[config.mk]
export PLATFORM = sky130hd
export DESIGN_NAME = txq_release_ctrl
export DESIGN_NICKNAME = d
export VERILOG_FILES = /design/src/rtl/txq_pkg.sv /design/src/rtl/txq_cfifo.sv /design/src/rtl/txq_flags.sv /design/src/rtl/txq_release_ctrl.sv
export SDC_FILE = /design/constraint.sdc
export NUM_CORES = 1
export LEC_CHECK = 0
export BUFFER_PORTS_ARGS = -buffer_cell sky130_fd_sc_hd__buf_4
export CAP_MARGIN = 25
export CORE_MARGIN = 1
export CORE_UTILIZATION = 34
export CTS_CLUSTER_DIAMETER = 120
export DETAILED_ROUTE_END_ITERATION = 7
export PLACE_DENSITY = 0.49
export SLEW_MARGIN = 0
export SYNTH_ARGS = -nofsm -noshare
export SYNTH_HDL_FRONTEND = slang
export SYNTH_HIERARCHICAL = 1
export SYNTH_SLANG_ARGS = --single-unit
[constraint.sdc]
create_clock -name clk -period 3.2 [get_ports clk]
set_input_delay 0.16 -clock clk [delete_from_list [all_inputs] [get_ports clk]]
set_output_delay 0.16 -clock clk [all_outputs]
set_load 0.02 [all_outputs]
[src/rtl/txq_pkg.sv]
package txq_pkg;
  typedef enum logic [1:0] {
    ST_IDLE = 2'd0,
    ST_SEND = 2'd1,
    ST_WAIT = 2'd2,
    ST_REL  = 2'd3
  } txq_state_e;

  localparam int FLAG_EMPTY = 0;
  localparam int FLAG_ERR   = 1;
  localparam int FLAG_OVF   = 2;
  localparam int NUM_FLAGS  = 3;
endpackage

[src/rtl/txq_cfifo.sv]
// Completion FIFO; DEPTH must be a power of two.
module txq_cfifo #(
  parameter int W     = 6,
  parameter int DEPTH = 32,
  localparam int AW   = $clog2(DEPTH),
  localparam int LW   = AW + 1
) (
  input  logic          clk,
  input  logic          rst,
  input  logic          push,
  input  logic [W-1:0]  push_data,
  input  logic          pop,
  output logic [W-1:0]  rd_data,
  output logic          nempty,
  output logic [LW-1:0] level,
  output logic          ovf_pulse
);
  logic [W-1:0]  mem [DEPTH];
  logic [AW-1:0] wr_ptr, rd_ptr;
  logic          full, push_ok, pop_ok;

  assign full      = (level == LW'(DEPTH));
  assign nempty    = (level != '0);
  assign push_ok   = push && !full;
  assign pop_ok    = pop && nempty;
  assign ovf_pulse = push && full;
  assign rd_data   = mem[rd_ptr];

  always_ff @(posedge clk) begin
    if (push_ok) mem[wr_ptr] <= push_data;
  end

  always_ff @(posedge clk) begin
    if (rst) begin
      wr_ptr <= '0;
      rd_ptr <= '0;
      level  <= '0;
    end else begin
      if (push_ok) wr_ptr <= wr_ptr + AW'(1);
      if (pop_ok)  rd_ptr <= rd_ptr + AW'(1);
      level <= level + LW'(push_ok) - LW'(pop_ok);
    end
  end


  full_drop_chk: assert property (@(posedge clk) disable iff (rst)
    (push && full && !pop) |=> (level == LW'(DEPTH)));

  empty_pop_chk: assert property (@(posedge clk) disable iff (rst)
    (pop && !nempty && !push) |=> (level == '0));
endmodule

[src/rtl/txq_flags.sv]
module txq_flags #(
  parameter int N = 3
) (
  input  logic         clk,
  input  logic         rst,
  input  logic [N-1:0] set,
  input  logic [N-1:0] ack,
  output logic [N-1:0] flags
);
  for (genvar i = 0; i < N; i++) begin : g_flag
    always_ff @(posedge clk) begin
      if (rst)         flags[i] <= 1'b0;
      else if (set[i]) flags[i] <= 1'b1;
      else if (ack[i]) flags[i] <= 1'b0;
    end


    sticky_hold_chk: assert property (@(posedge clk) disable iff (rst)
      (flags[i] && !ack[i]) |=> flags[i]);
  end
endmodule

[src/rtl/txq_release_ctrl.sv]
module txq_release_ctrl
  import txq_pkg::*;
#(
  parameter int NUM_W    = 6,
  parameter int CF_DEPTH = 32,
  localparam int LW      = $clog2(CF_DEPTH) + 1
) (
  input  logic             clk,
  input  logic             rst,
  input  logic             auto_rel,
  input  logic             tx_en_set,
  output logic             tx_en,
  input  logic             q_valid,
  input  logic [NUM_W-1:0] q_num,
  output logic             q_ready,
  output logic             mac_valid,
  output logic [NUM_W-1:0] mac_num,
  input  logic             mac_ready,
  input  logic             done_valid,
  input  logic             done_ok,
  output logic             done_ready,
  output logic             rel_valid,
  output logic [NUM_W-1:0] rel_num,
  input  logic             rel_ready,
  input  logic             cf_pop,
  output logic [NUM_W-1:0] cf_num,
  output logic             cf_nempty,
  output logic [LW-1:0]    cf_level,
  output logic [NUM_W-1:0] fail_num,
  output logic             irq_empty,
  output logic             irq_err,
  output logic             cf_ovf,
  input  logic             ack_empty,
  input  logic             ack_err,
  input  logic             ack_ovf
);
  txq_state_e       st;
  logic [NUM_W-1:0] cur_num;
  logic             done_acc, fault, push, ovf_pulse, rel_done;
  logic [NUM_FLAGS-1:0] flag_set, flag_ack, flag_q;

  assign q_ready    = (st == ST_IDLE) && tx_en;
  assign mac_valid  = (st == ST_SEND);
  assign mac_num    = cur_num;
  assign done_ready = (st == ST_WAIT);
  assign rel_valid  = (st == ST_REL);
  assign rel_num    = cur_num;

  assign done_acc = done_ready && done_valid;
  assign fault    = done_acc && !done_ok;
  assign push     = done_acc && !auto_rel;
  assign rel_done = rel_valid && rel_ready;

  always_ff @(posedge clk) begin
    if (rst) begin
      st       <= ST_IDLE;
      cur_num  <= '0;
      tx_en    <= 1'b0;
      fail_num <= '0;
    end else begin
      if (fault)          tx_en <= 1'b0;
      else if (tx_en_set) tx_en <= 1'b1;
      unique case (st)
        ST_IDLE: if (q_ready && q_valid) begin
          cur_num <= q_num;
          st      <= ST_SEND;
        end
        ST_SEND: if (mac_ready) st <= ST_WAIT;
        ST_WAIT: if (done_valid) begin
          if (done_ok) st <= auto_rel ? ST_REL : ST_IDLE;
          else begin
            st       <= ST_IDLE;
            fail_num <= cur_num;
          end
        end
        ST_REL:  if (rel_ready) st <= ST_IDLE;
        default: st <= ST_IDLE;
      endcase
    end
  end

  always_comb begin
    flag_set             = '0;
    flag_set[FLAG_EMPTY] = !q_valid && ((done_acc && done_ok && !auto_rel) || rel_done);
    flag_set[FLAG_ERR]   = fault;
    flag_set[FLAG_OVF]   = ovf_pulse;
    flag_ack             = '0;
    flag_ack[FLAG_EMPTY] = ack_empty;
    flag_ack[FLAG_ERR]   = ack_err;
    flag_ack[FLAG_OVF]   = ack_ovf;
  end

  txq_flags #(.N(NUM_FLAGS)) u_flags (
    .clk(clk), .rst(rst), .set(flag_set), .ack(flag_ack), .flags(flag_q)
  );

  assign irq_empty = flag_q[FLAG_EMPTY];
  assign irq_err   = flag_q[FLAG_ERR];
  assign cf_ovf    = flag_q[FLAG_OVF];

  txq_cfifo #(.W(NUM_W), .DEPTH(CF_DEPTH)) u_cfifo (
    .clk(clk), .rst(rst), .push(push), .push_data(cur_num), .pop(cf_pop),
    .rd_data(cf_num), .nempty(cf_nempty), .level(cf_level), .ovf_pulse(ovf_pulse)
  );


  mac_hold_chk: assert property (@(posedge clk) disable iff (rst)
    (mac_valid && !mac_ready) |=> (mac_valid && $stable(mac_num)));

  rel_hold_chk: assert property (@(posedge clk) disable iff (rst)
    (rel_valid && !rel_ready) |=> (rel_valid && $stable(rel_num) && !done_ready));

  no_auto_rel_chk: assert property (@(posedge clk) disable iff (rst)
    (done_valid && done_ready && !auto_rel) |=> !rel_valid);

  fault_stop_chk: assert property (@(posedge clk) disable iff (rst)
    (done_valid && done_ready && !done_ok) |=> (!tx_en && !q_ready && !rel_valid
      && fail_num == $past(mac_num)));

  fault_irq_chk: assert property (@(posedge clk) disable iff (rst)
    (done_valid && done_ready && !done_ok) |=> irq_err);
endmodule

; ---- Word level (Yosys, flattened, before mapping)
; Memory sizes are Yosys's and may differ from the RTL's. A register that Yosys moved wholly into a read port is not among the register bits.
; Cells that the tools add are included.
[totals]
regBits = 34
ram_bits = 192
input_bits = 19
output_inout_bits = 39
wordCells = 67
n_memories = 1
[memory_table]
columns = memory, words, word_bits, read_ports, rd_ports_with_merged_regs, wr, line
row1 = u_cfifo.mem, 32, 6, 1, 1, 1, txq_cfifo.sv:18  ; logic [W-1:0] mem [DEPTH];
[classes]
add_sub_neg = 4
n_eq_ne = 8
mux = 17
n_bitwise = 1
reduce_logical = 26
[ops]
columns = cell, n
row1 = 1-bit logical AND, 12
row2 = 2-bit two-way mux, 6
row3 = "5-bit by 1-bit adder with 5-bit output, second input constant", 2
row4 = 5-bit two-way mux, 2
row5 = 1-bit two-way mux, 8
row6 = 2-bit case mux with 4 select lines, 1
row7 = 6-bit by 1-bit adder with 6-bit output, 1
row8 = "6-bit equality test, second input constant", 1
row9 = "2-bit by 1-bit inequality test with 1-bit output, second input constant", 3
row10 = 2-bit nonzero test, 3
row11 = 6-bit nonzero test, 1
row12 = 6-bit by 1-bit subtractor with 6-bit output, 1
row13 = "2-bit equality test, second input constant", 2
row14 = 1-bit zero test, 4
row15 = 4-bit AND reduction, 1
row16 = 3-bit AND reduction, 1
row17 = "2-bit by 1-bit equality test with 1-bit output, second input constant", 1
row18 = 2-bit zero test, 1
row19 = "2-bit inequality test, second input constant", 1
row20 = 2-bit AND reduction, 1
row21 = 2-bit OR reduction, 1
row22 = 1-bit logical OR, 1
row23 = 1-bit NOT, 1

; ---- Depth between registers and ports, before layout
[logic_depth]
ltp_word = 7
depth_mapped = 14
depth_no_buf = 13

; ---- Hierarchy
; The synthesis kept the hierarchy.
[modules_own_cells]
columns = mod, instances, cells_each, area_each_um2, seq_area_each_um2
row1 = txq_cfifo, 1, 521, 8634.5, 6185.9
row2 = txq_release_ctrl, 1, 73, 715.7, 300.3
row3 = txq_flags, 1, 12, 105.1, 60.1

; ---- Worst setup path after synthesis
; Ideal clock, no wire load.
[synth_timing]
path_kind = reg2reg
start = register u_cfifo.level[2]
end = register u_cfifo.level[4]
setup_ns = 0.131
arrival_time_ns = 2.666
required_time_ns = 3.069
setup_slack_ns = 0.403
stages_incl_launch_ff = 14
path_buffers = 0
synth_period_minus_slack_ns = 2.797
cell_sequence = dfxtp_1 > inv_1 > ha_1 > nand4bb_1 > nand2_1 > or2_2 > nand2_1 > ha_1 > inv_1 > fa_1 > nand2b_1 > a21oi_1 > o21a_1 > nor3_1
[synth_between]
word_cells_on_any_way = 7
cone_classes = 2 x add/sub / 1 x eq/ne / 4 x reduce/logical
[synth_rtl]
columns = item, line
row1 = start: declaration, txq_cfifo.sv:15  ; output logic [LW-1:0] level,
row2 = start signal: assignment, txq_cfifo.sv:41  ; level <= level + LW'(push_ok) - LW'(pop_ok);
row3 = 6-bit nonzero test, txq_cfifo.sv:23  ; assign nempty = (level != '0);
row4 = net cf_nempty, txq_release_ctrl.sv:27  ; output logic cf_nempty,
row5 = 1-bit logical AND, txq_cfifo.sv:25  ; assign pop_ok = pop && nempty;
row6 = 6-bit by 1-bit subtractor with 6-bit output, txq_cfifo.sv:41
; The timed path passes the listed nets, and every way through them passes these cells.
; A chain may end at the register's enable or synchronous reset.

==> flow_metrics.py <==
metrics = {
    "outcome": {
        "outcome": "finished, final reports clean",
    },
    "drt": {
        "wl_per_cell_um": 19.7,
        "drt-initial-drc-count": 336,
        "wl_mm": 21.2,
        "viasPerCell": 4.90,
        "drt_first_pass_iters": 4,
        "drcViolationCount": 0,
        "vias": 5260,
        "drtAntennaViolNets": 0,
    },
    "sta": {
        "finalSetupViolCount": 0,
        "max_freq_mhz": 351,
        "fin_skew_ns": 0.0217,
        "drv_slew": 0,
        "hold_violations": 0,
        "setup_tns_ns": 0,
        "min_period_over_period": 0.890,
        "rsz0062_at_grt": "false",
        "slew_headroom": 0.382,
        "period_needed_ns": 2.85,
        "worst_slew_pin_slew_ns": 0.926,
    },
    "layout": {
        "final_core_util": 0.414,
        "drive_above_1_share": 0.191,
        "final_cell_count_no_fill": 1073,
        "nets": 715,
        "register_area_um2": 6550,
        "fin_area_um2": 11200,
        "antenna_cells": 0,
        "multiInputGateArea_um2": 2630,
        "area_growth_pct": 18.7,
        "fillCellCount": 2455,
    },
    "critical_path": {
        "path_class": "register to output pin",
        "crit_arrival_ns": 2.69,
        "crit_chain": "buf_12 > mux4_1 > a22o_1 > a221oi_1 > nand3_1 > buf_4",
        "critPathLaunchType": "register",
        "critPathMaxStageDelay_ns": 0.59,
        "crit_path_end_kind": "output pin",
        "path_max_fanout": 28,
        "slowest_stage": "mux4_1",
        "crit_required_ns": 3.04,
    },
    "synthesis": {
        "postSynthCellCount": 606,
        "ys_seq_area_frac": 0.692,
        "yosysWarnings": 6,
        "syn_area_um2": 9460,
        "async_flop_share": 0,
        "synth_edf_count": 192,
        "synth-seq-cells": 231,
        "synthDistinctLibCells": 48,
        "ys.flop_type": "edfxtp_1",
        "syn_nets": 639,
        "synth_area_per_cell_um2": 15.6,
    },
    "floorplanning": {
        "coreArea_um2": 27100,
        "die_h_um": 169,
        "fp.dieW_um": 169,
        "start_util": 0.349,
        "ios": 58,
        "die_area_um2": 28500,
        "std_cell_rows": 60,
    },
    "cts": {
        "postCtsHoldBufs": 13,
        "cts-root-buf": "clkbuf_16",
        "numCtsBuffers": 27,
        "clk_latency_ns": 0.53,
        "post-cts-setup-buffers": 0,
        "clock-sinks": 231,
        "post_cts_resized": 0,
        "clockBufferDepth": 3,
        "htreeDepth": 1,
        "cts_tree": "yes",
        "cts.reportedPaths.clkPinSlew_ns": 0.06,
    },
    "power_and_ir_drop": {
        "max-vdd-ir-drop_mv": 0.421,
        "powerDensity_nw_per_um2": 656,
        "power_leakage_nw": 3.88,
    },
    "placement": {
        "dpl_cell_area_um2": 10200,
        "place_hpwl_mm": 14.1,
        "dpl.cell_count": 1012,
        "numPortBuffers": 57,
        "gp_congestion": 0.841,
    },
    "grt": {
        "antenna_found_initial": 0,
        "grt_first_pass_wirelength_mm": 32.9,
        "grt_usage": 0.154,
        "grt_max_degree": 42,
        "grt_overflow_total": 0,
        "first_global_vias": 5535,
    },
    "worst_hold_path": {
        "hold_class": "input port to register",
    },
    "flow_run": {
        "maxCapViolCount": 0,
    },
}
## power by group
part,switching (W),internal [W],leakage (nW)
sequential,0.0000659,0.00330,2.20
combinational,0.000596,0.000468,1.26
clock,0.00118,0.00175,0.414
total,0.00184,0.00552,3.88
## kinds of logic after synthesis
logic type | count (synthesis) | synth area share
buf+inv | 51 | 0.0292
simple gates | 157 | 0.0816
flops | 231 | 0.692
compound gates | 61 | 0.0446
fa+ha+maj | 14 | 0.0193
mux | 84 | 0.125
xor+xnor | 8 | 0.00741
## layout make-up
class	instances	area share
Clock buffer	33	0.0640
Inverter	16	0.00535
Tap cell	372	0.0415
Clock inverter	15	0.0122
Timing Repair Buffer	82	0.0589
Sequential cell	231	0.584
Multi-Input combinational cell	324	0.235
## per-layer routing
metal,global-route usage,part of all wire
met5,0,0
met4,0.0352,0.012
met2,0.273,0.51
met3,0.0248,0.046
met1,0.196,0.43
## synth_stat cells, types with 9 or more instances
library cell | count | area share
ha_1 | 13 | 0.017
mux4_1 | 12 | 0.033
inv_1 | 16 | 0.0064
nor2_1 | 63 | 0.025
a21oi_1 | 24 | 0.013
dfxtp_1 | 39 | 0.083
nand2_1 | 25 | 0.0099
mux2i_1 | 60 | 0.064
mux4_2 | 12 | 0.029
nand3_1 | 24 | 0.013
a22oi_1 | 13 | 0.010
edfxtp_1 | 192 | 0.61
buf_4 | 9 | 0.0071
## sequential cells by signal (all words and copies together) (netlist names), named ones only
name / count
fail_num: 6
st: 2
mac_num: 6
u_flags/flags: 3
u_cfifo/rd_ptr: 5
u_cfifo/level: 6
tx_en: 1
u_cfifo/wr_ptr: 5
u_cfifo/mem: 192
## per-stage QoR
stage / setup WS, ns / total power, W / hold slack (ns)
after floorplan: 0.403 / 0.00415 / 0.229
final: 0.353 / 0.00736 / 0.0194
after global placement: 0.484 / 0.00449 / 0.397
after global routing: 0.180 / 0.00767 / 0.0319
after CTS: 0.307 / 0.00746 / 0.00614
after detailed placement: 0.432 / 0.00450 / 0.401
## worst max-delay path: cells and delay by family (launching register included)
| family | cells | cell delay, ns |
|---|---|---|
| and+or+nand+nor | 1 | 0.18 |
| buffers and inverters | 2 | 0.42 |
| AOI/OAI and AO/OA | 2 | 0.59 |
| muxes | 1 | 0.59 |
| DFF | 1 | 0.35 |
## path summary, 6_finish.rpt
| path | start | end | slack, ns | cells after the start |
|---|---|---|---|---|
| max | register | cf_num[5] | 0.35 | 6 |
| min | rel_ready | st[1] | 0.02 | 4 |
| max reg2reg | u_cfifo/level[3] | u_cfifo/level[4] | 0.43 | 13 |
| min reg2reg | u_flags/flags[2] | u_flags/flags[2] | 0.47 | 2 |
## placed cells by master (no fill, tap or decap), types with 3 or more instances in the layout
master	netlist	final
mux4_1	12	12
clkinv_1	0	3
o21ai_0	3	3
nand3_1	24	24
or2_2	3	3
nand2b_1	5	5
clkbuf_1	8	4
a21oi_1	24	24
mux4_2	12	12
nand2_1	25	25
and3_1	3	3
and4bb_2	3	3
nor3_1	3	3
nor2_1	63	63
a22o_1	6	6
nor2b_1	7	7
inv_1	16	16
a221oi_1	6	6
clkbuf_16	0	27
a22oi_1	13	13
buf_4	9	68
clkinvlp_4	0	3
dfxtp_1	39	38
and2_1	4	4
ha_1	13	13
o21a_1	4	4
dlygate4sd3_1	0	13
clkinv_2	0	5
edfxtp_1	192	192
mux2i_1	60	60
xor2_1	6	6
Note: power is estimated with default switching activity, not from simulation.
